## config.mk

```make
export PLATFORM = sky130hd
export DESIGN_NAME = chal_sel_top
export DESIGN_NICKNAME = d
export VERILOG_FILES = /design/src/rtl/chal_sel_pkg.sv /design/src/rtl/chal_sel_col_table.sv /design/src/rtl/chal_sel_pair_walker.sv /design/src/rtl/chal_sel_top.sv
export SDC_FILE = /design/constraint.sdc
export NUM_CORES = 1
export LEC_CHECK = 0
export ABC_AREA = 1
export BUFFER_PORTS_ARGS = -buffer_cell sky130_fd_sc_hd__buf_2
export CELL_PAD_IN_SITES_DETAIL_PLACEMENT = 0
export CELL_PAD_IN_SITES_GLOBAL_PLACEMENT = 1
export CORE_AREA = 2 2 89 91
export DETAILED_ROUTE_END_ITERATION = 10
export DIE_AREA = 0 0 91 93
export GPL_TIMING_DRIVEN = 0
export MAX_ROUTING_LAYER = met4
export PLACE_DENSITY = 0.92
export SETUP_SLACK_MARGIN = 0.2
export SYNTH_ARGS = -nofsm -noshare
export SYNTH_HDL_FRONTEND = slang
export SYNTH_HIERARCHICAL = 1
export SYNTH_SLANG_ARGS = --single-unit
```

## constraint.sdc

```tcl
create_clock -name clk -period 2.8 [get_ports clk]
set_input_delay 0.56 -clock clk [delete_from_list [all_inputs] [get_ports clk]]
set_output_delay 0.56 -clock clk [all_outputs]
set_load 0.03 [all_outputs]
```

## src/rtl/chal_sel_pkg.sv

```systemverilog
package chal_sel_pkg;

    typedef enum logic [1:0] {
        COL_SECURE  = 2'd0,
        COL_INUSE   = 2'd1,
        COL_RETIRED = 2'd2
    } col_state_e;

    typedef enum logic [1:0] {
        SEL_IDLE  = 2'd0,
        SEL_PICK  = 2'd1,
        SEL_SCAN  = 2'd2,
        SEL_ISSUE = 2'd3
    } sel_fsm_e;

    function automatic int pair_total(input int rows);
        return rows * (rows - 1) / 2;
    endfunction

endpackage

```

## src/rtl/chal_sel_col_table.sv

```systemverilog
module chal_sel_col_table
    import chal_sel_pkg::*;
#(
    parameter int NUM_COLS = 8,
    parameter int COL_W    = 3
) (
    input  logic             clk,
    input  logic             rst,
    input  logic             open_en,
    input  logic [COL_W-1:0] open_idx,
    input  logic             retire_en,
    input  logic [COL_W-1:0] retire_idx,
    input  logic [COL_W-1:0] query_idx,
    output col_state_e       query_state,
    output logic             any_secure,
    output logic [COL_W-1:0] first_secure
);

    col_state_e st_q [NUM_COLS];
    logic [NUM_COLS-1:0] secure_vec;
    logic [NUM_COLS-1:0] inuse_vec;

    always_ff @(posedge clk) begin
        for (int i = 0; i < NUM_COLS; i++) begin
            if (rst)
                st_q[i] <= COL_SECURE;
            else if (open_en && open_idx == COL_W'(i))
                st_q[i] <= COL_INUSE;
            else if (retire_en && retire_idx == COL_W'(i))
                st_q[i] <= COL_RETIRED;
        end
    end

    always_comb begin
        for (int i = 0; i < NUM_COLS; i++) begin
            secure_vec[i] = (st_q[i] == COL_SECURE);
            inuse_vec[i]  = (st_q[i] == COL_INUSE);
        end
    end

    always_comb begin
        first_secure = '0;
        for (int j = NUM_COLS - 1; j >= 0; j--)
            if (secure_vec[j]) first_secure = COL_W'(j);
    end

    assign any_secure  = |secure_vec;
    assign query_state = st_q[query_idx];

    // a single column is open at a time
    p_single_open_r6: assert property (@(posedge clk) disable iff (rst)
        $countones(inuse_vec) <= 1);

    generate
        for (genvar g = 0; g < NUM_COLS; g++) begin : g_col_chk
            // retirement is permanent
            p_retired_sticky_r7: assert property (@(posedge clk) disable iff (rst)
                st_q[g] == COL_RETIRED |=> st_q[g] == COL_RETIRED);
            // a Secure column only leaves that state by being opened
            p_secure_to_open_r3: assert property (@(posedge clk) disable iff (rst)
                st_q[g] == COL_SECURE |=> st_q[g] == COL_SECURE || st_q[g] == COL_INUSE);
        end
    endgenerate

endmodule

```

## src/rtl/chal_sel_pair_walker.sv

```systemverilog
module chal_sel_pair_walker #(
    parameter int NUM_ROWS = 8,
    parameter int ROW_W    = 3,
    parameter int CNT_W    = 6
) (
    input  logic             clk,
    input  logic             rst,
    input  logic             clear,
    input  logic             step,
    output logic [ROW_W-1:0] row_a,
    output logic [ROW_W-1:0] row_b,
    output logic [CNT_W-1:0] cnt
);

    localparam logic [ROW_W-1:0] LAST_ROW = ROW_W'(NUM_ROWS - 1);
    localparam logic [ROW_W-1:0] PEN_ROW  = ROW_W'(NUM_ROWS - 2);
    localparam int               PAIRS    = NUM_ROWS * (NUM_ROWS - 1) / 2;

    always_ff @(posedge clk) begin
        if (rst || clear) begin
            row_a <= '0;
            row_b <= ROW_W'(1);
            cnt   <= '0;
        end else if (step) begin
            cnt <= cnt + 1'b1;
            if (row_b == LAST_ROW) begin
                if (row_a != PEN_ROW) begin
                    row_a <= row_a + 1'b1;
                    row_b <= row_a + ROW_W'(2);
                end
            end else begin
                row_b <= row_b + 1'b1;
            end
        end
    end

    // while pairs remain, the walker holds a strictly ordered pair
    p_pair_ordered_r5: assert property (@(posedge clk) disable iff (rst)
        (32'(cnt) < PAIRS) |-> (row_a < row_b && row_b <= LAST_ROW));

endmodule

```

## src/rtl/chal_sel_top.sv

```systemverilog
module chal_sel_top
    import chal_sel_pkg::*;
#(
    parameter int NUM_COLS  = 8,
    parameter int NUM_ROWS  = 8,
    parameter int THR_W     = 6,
    parameter int RND_W     = 16,
    parameter int MAX_RETRY = 4,
    localparam int COL_W    = (NUM_COLS > 1) ? $clog2(NUM_COLS) : 1,
    localparam int ROW_W    = $clog2(NUM_ROWS)
) (
    input  logic             clk,
    input  logic             rst,
    input  logic             req_i,
    input  logic [THR_W-1:0] thresh_i,
    input  logic [RND_W-1:0] rnd_i,
    output logic             chal_valid_o,
    output logic [COL_W-1:0] chal_col_o,
    output logic [ROW_W-1:0] chal_row_a_o,
    output logic [ROW_W-1:0] chal_row_b_o,
    output logic             exhausted_o
);

    localparam int               PAIRS    = pair_total(NUM_ROWS);
    localparam logic [THR_W-1:0] PAIRS_T  = THR_W'(PAIRS);
    localparam int               RETRY_W  = $clog2(MAX_RETRY + 1);
    localparam int               RND_HALF = RND_W / 2;
    localparam logic [ROW_W:0]   ROWS_X   = (ROW_W + 1)'(NUM_ROWS);

    sel_fsm_e           state_q;
    logic [RETRY_W-1:0] retry_q;
    logic [COL_W-1:0]   cur_col_q;
    logic [ROW_W-1:0]   off_q;
    logic [THR_W-1:0]   eff_q;
    logic               have_col_q;

    logic [COL_W-1:0]   cand;
    logic [ROW_W-1:0]   off_rnd;
    logic [THR_W-1:0]   eff_thr;
    col_state_e         cand_state;
    logic               any_secure;
    logic [COL_W-1:0]   first_secure;
    logic               open_en;
    logic [COL_W-1:0]   open_idx;
    logic               retire_en;
    logic               last_issue;
    logic [ROW_W-1:0]   walk_a, walk_b;
    logic [THR_W-1:0]   walk_cnt;

    assign cand    = COL_W'(rnd_i % RND_W'(NUM_COLS));
    assign off_rnd = ROW_W'((rnd_i >> RND_HALF) % RND_W'(NUM_ROWS));

    always_comb begin
        if (thresh_i == '0)
            eff_thr = THR_W'(1);
        else if (thresh_i > PAIRS_T)
            eff_thr = PAIRS_T;
        else
            eff_thr = thresh_i;
    end

    function automatic logic [ROW_W-1:0] rotate(input logic [ROW_W-1:0] r,
                                                input logic [ROW_W-1:0] o);
        logic [ROW_W:0] s;
        s = {1'b0, r} + {1'b0, o};
        if (s >= ROWS_X) s = s - ROWS_X;
        return s[ROW_W-1:0];
    endfunction

    assign open_en    = (state_q == SEL_PICK && cand_state == COL_SECURE) ||
                        (state_q == SEL_SCAN && any_secure);
    assign open_idx   = (state_q == SEL_PICK) ? cand : first_secure;
    assign last_issue = (walk_cnt + 1'b1) == eff_q;
    assign retire_en  = (state_q == SEL_ISSUE) && last_issue;

    chal_sel_col_table #(
        .NUM_COLS(NUM_COLS),
        .COL_W   (COL_W)
    ) u_table (
        .clk         (clk),
        .rst         (rst),
        .open_en     (open_en),
        .open_idx    (open_idx),
        .retire_en   (retire_en),
        .retire_idx  (cur_col_q),
        .query_idx   (cand),
        .query_state (cand_state),
        .any_secure  (any_secure),
        .first_secure(first_secure)
    );

    chal_sel_pair_walker #(
        .NUM_ROWS(NUM_ROWS),
        .ROW_W   (ROW_W),
        .CNT_W   (THR_W)
    ) u_walker (
        .clk  (clk),
        .rst  (rst),
        .clear(open_en),
        .step (state_q == SEL_ISSUE),
        .row_a(walk_a),
        .row_b(walk_b),
        .cnt  (walk_cnt)
    );

    always_ff @(posedge clk) begin
        if (rst) begin
            state_q      <= SEL_IDLE;
            retry_q      <= '0;
            cur_col_q    <= '0;
            off_q        <= '0;
            eff_q        <= THR_W'(1);
            have_col_q   <= 1'b0;
            chal_valid_o <= 1'b0;
            chal_col_o   <= '0;
            chal_row_a_o <= '0;
            chal_row_b_o <= '0;
        end else begin
            chal_valid_o <= 1'b0;
            case (state_q)
                SEL_IDLE: begin
                    if (req_i && !exhausted_o) begin
                        retry_q <= '0;
                        state_q <= have_col_q ? SEL_ISSUE : SEL_PICK;
                    end
                end
                SEL_PICK: begin
                    if (cand_state == COL_SECURE) begin
                        cur_col_q  <= cand;
                        off_q      <= off_rnd;
                        eff_q      <= eff_thr;
                        have_col_q <= 1'b1;
                        state_q    <= SEL_ISSUE;
                    end else if (retry_q == RETRY_W'(MAX_RETRY - 1)) begin
                        state_q <= SEL_SCAN;
                    end else begin
                        retry_q <= retry_q + 1'b1;
                    end
                end
                SEL_SCAN: begin
                    if (any_secure) begin
                        cur_col_q  <= first_secure;
                        off_q      <= off_rnd;
                        eff_q      <= eff_thr;
                        have_col_q <= 1'b1;
                        state_q    <= SEL_ISSUE;
                    end else begin
                        state_q <= SEL_IDLE;
                    end
                end
                SEL_ISSUE: begin
                    chal_valid_o <= 1'b1;
                    chal_col_o   <= cur_col_q;
                    chal_row_a_o <= rotate(walk_a, off_q);
                    chal_row_b_o <= rotate(walk_b, off_q);
                    if (last_issue) have_col_q <= 1'b0;
                    state_q <= SEL_IDLE;
                end
                default: state_q <= SEL_IDLE;
            endcase
        end
    end

    assign exhausted_o = !have_col_q && !any_secure;

    // the two rows of a challenge always differ
    p_rows_differ_r2: assert property (@(posedge clk) disable iff (rst)
        chal_valid_o |-> chal_row_a_o != chal_row_b_o);

    // nothing is issued once exhaustion has been flagged
    p_refuse_when_empty_r8: assert property (@(posedge clk) disable iff (rst)
        $past(exhausted_o) |-> !chal_valid_o);

    // the open column never exceeds its latched budget
    p_budget_bound_r6: assert property (@(posedge clk) disable iff (rst)
        have_col_q |-> walk_cnt < eff_q);

    // the retry counter stays inside its bound
    p_retry_bound_r4: assert property (@(posedge clk) disable iff (rst)
        retry_q < RETRY_W'(MAX_RETRY));

    // each result is a single-cycle pulse
    p_single_pulse_r9: assert property (@(posedge clk) disable iff (rst)
        chal_valid_o |=> !chal_valid_o);

endmodule

```

==> flow_metrics.env <==
export IMPL_status="complete, no violations"
export IMPL_syn_inst=481
export IMPL_setup_ws_ns=0.493
export IMPL_area_growth_pct=10.3
export IMPL_tightest_slew_ns=0.389
export IMPL_worst_path_stages=7
export IMPL_synth_seq_cells=56
export IMPL_critPathArrivalTime_ns=1.75
export IMPL_drt_iter0_markers=107
export IMPL_layout_drive_gt1_share_pct=11.7
export IMPL_fillCellCount=820
export IMPL_dpl_cell_area_um2=3600
export IMPL_critPathKind="reg2out"
export IMPL_fin_nets=555
export IMPL_final_common_cell="nand2_1"
export IMPL_drc_errors=0
export IMPL_worstHoldStart="retry_q[2]"
export IMPL_grt_pass1_wl_um=13100
export IMPL_die_x_um=91
export IMPL_cts_sinks=56
export IMPL_num_io_pins=36
export IMPL_drv_cap=0
export IMPL_grt_max_degree=20
export IMPL_htreeDepth=2
export IMPL_fin_crit_sh_pct=82.4
export IMPL_ys_types=36
export IMPL_ir_drop_uv=371
export IMPL_die_h_um=93
export IMPL_vias=3023
export IMPL_wire_per_inst_um=12.1
export IMPL_grtUsageTotal_pct=19.5
export IMPL_r2r_start="state_q[1]"
export IMPL_reg2reg_slack_ns=0.54
export IMPL_synth_nets=523
export IMPL_ys_seq_area_share_pct=38.2
export IMPL_postCtsSetupRepairBufs=0
export IMPL_cp_required_ns=2.24
export IMPL_start_kind="flop"
export IMPL_clk_pin_slew_ns=0.12
export IMPL_finalPower_mw=2.75
export IMPL_whs_ns=0.466
export IMPL_initial_core_util_pct=44.5
export IMPL_reg2reg_to="u_table/st_q[0][1]"
export IMPL_slew_headroom_pct=74.0
export IMPL_hold_violations=0
export IMPL_clockRootBuffer="clkbuf_8"
export IMPL_antenna_found_initial=0
export IMPL_dp_cells=608
export IMPL_p_per_area_nw_per_um2=743
export IMPL_cts_resized=0
export IMPL_clk_latency_ns=0.32
export IMPL_worstHoldPathCells=2
export IMPL_cts_tree="yes"
export IMPL_dr_pass1_iters=5
export IMPL_final_util_pct=49.1
export IMPL_cp_cell_sequence="inv_1 -> nand2_1 -> o21ai_0 -> nor2_1 -> nand3_1 -> nor2_1 -> buf_2"
export IMPL_clockBufferDepth=2
export IMPL_syn_area_per_cell_um2=6.97
export IMPL_die_area_um2=8460
export IMPL_port_buffers=25
export IMPL_place_ws_ns=0.203
export IMPL_reg2reg_depth=11
export IMPL_synth_area_um2=3350
export IMPL_grt_overflow_total=0
export IMPL_fin_area_um2=3700
export IMPL_wirelength_um=7470
export IMPL_fmax_ghz=0.433
export IMPL_cp_slowest_stage_delay_ns=0.35
export IMPL_hold_end="retry_q[2]"
export IMPL_routabilityCongestion=0.898
export IMPL_endpoint_kind="primary output"
export IMPL_setup_violations_final=0
export IMPL_ant_nets=0
export IMPL_dp_hpwl_um=5890
export IMPL_core_um2=7530
export IMPL_slew_violations=0
export IMPL_fin_setup_tns_ns=0
export IMPL_min_period_ns=2.31
export IMPL_critical_path_top_delay_family="simple AND/OR/NAND/NOR gates"
export IMPL_grt_pass1_vias=2956
export IMPL_cp_common_cell="nor2_1"
export IMPL_antenna_cells=0
export IMPL_crit_fanout=5
export IMPL_p_leak_nw=1.67
export IMPL_hold_class="reg2reg"
export IMPL_instances_no_fill=616
export IMPL_placementRows=32
export IMPL_path_buf_inv=2
export IMPL_fin_skew_ns=0.0116
export IMPL_post_drt_via_cell_ratio=4.91
export IMPL_cts_made_buffers=5
export IMPL_hold_buffers=0
export IMPL_rsz0062_at_grt="false"
export IMPL_crit_slowest_cell="edfxtp_1"
export IMPL_layout_common_cells="nand2_1, nor2_1, inv_1, dfxtp_1, o21ai_0"
export IMPL_yosys_warnings=6
power by group:
part / total (mW) / leakage, nW / switching, mW / internal, mW
clock network: 0.477 / 0.0452 / 0.294 / 0.183
logic: 1.13 / 1.13 / 0.733 / 0.401
registers: 1.14 / 0.492 / 0.128 / 1.01
total: 2.75 / 1.67 / 1.15 / 1.59
worst max-delay path by stage:
stage                            start                 end  slack [ns]
finish              u_table/st_q[6][1]         exhausted_o        0.49
detailed placement            rnd_i[0]  u_table/st_q[7][1]        0.20
global placement              rnd_i[0]  u_table/st_q[7][0]        0.27
CTS                 u_table/st_q[6][1]         exhausted_o        0.49
floorplan                     rnd_i[0]  u_table/st_q[1][0]        0.70
global route                state_q[1]  u_table/st_q[4][1]        0.26
registers in the layout, summed over array words and instances (netlist names), 2 cells and up:
| register | cells |
|---|---|
| chal_col_o | 3 |
| off_q | 3 |
| u_walker/row_b | 3 |
| chal_row_a_o | 3 |
| eff_q | 6 |
| u_table/st_q | 16 |
| u_walker/cnt | 6 |
| cur_col_q | 3 |
| state_q | 2 |
| retry_q | 3 |
| u_walker/row_a | 3 |
| chal_row_b_o | 3 |
kinds of logic after synthesis:
kind of cell,share of synthesized area [%]
compound gates,12.6
xor+xnor,1.05
fa+ha+maj,6.79
buf+inv,10.0
flops,38.2
simple gates,31.3
cell type report:
cell class                 instances  area [µm²]  area share (%)
sequential                        56        1280            34.6
tap                              102         128            3.45
timing repair buffer              25         125            3.38
buffer                             7        52.6            1.42
clock buffer                       5        68.8            1.86
multi-input combinational        344        1740            46.9
clock inverter                     3        25.0           0.677
inverter                          74         283            7.65
per-layer routing:
metal | global-route usage (%) | routed length, µm | vias to the layer above
met1 | 23.0 | 3370 | 1366
met2 | 34.1 | 3720 | 44
met4 | 7.07 | 155 | 0
met3 | 2.50 | 219 | 13
met5 | - | 0 | -
li1 | - | - | 1600
tightest hold or removal path, stage by stage (launching register included):
cell     delay (ns)
dfxtp_1        0.31
inv_1          0.06
a21oi_1        0.06
synth_stat cells (all sizes together):
master	instances	share of area [%]
nand3b	1	0.22
a211oi	4	0.90
nor4	2	0.56
edfxtp	16	14
dfxtp	40	24
clkbuf	1	0.11
o21ai	34	5.1
fa	2	1.2
a31oi	3	0.56
a221oi	2	0.90
inv	74	8.4
buf	6	1.5
xnor2	4	1.0
nand4	1	0.19
o211a	1	0.30
a21oi	26	4.0
o2111ai	2	0.52
nand3	27	4.3
or2	3	0.56
nor3	7	1.0
nand2	128	15
o22ai	2	0.37
ha	15	5.6
nor2	80	9.8
(Power assumes the default switching activity.)
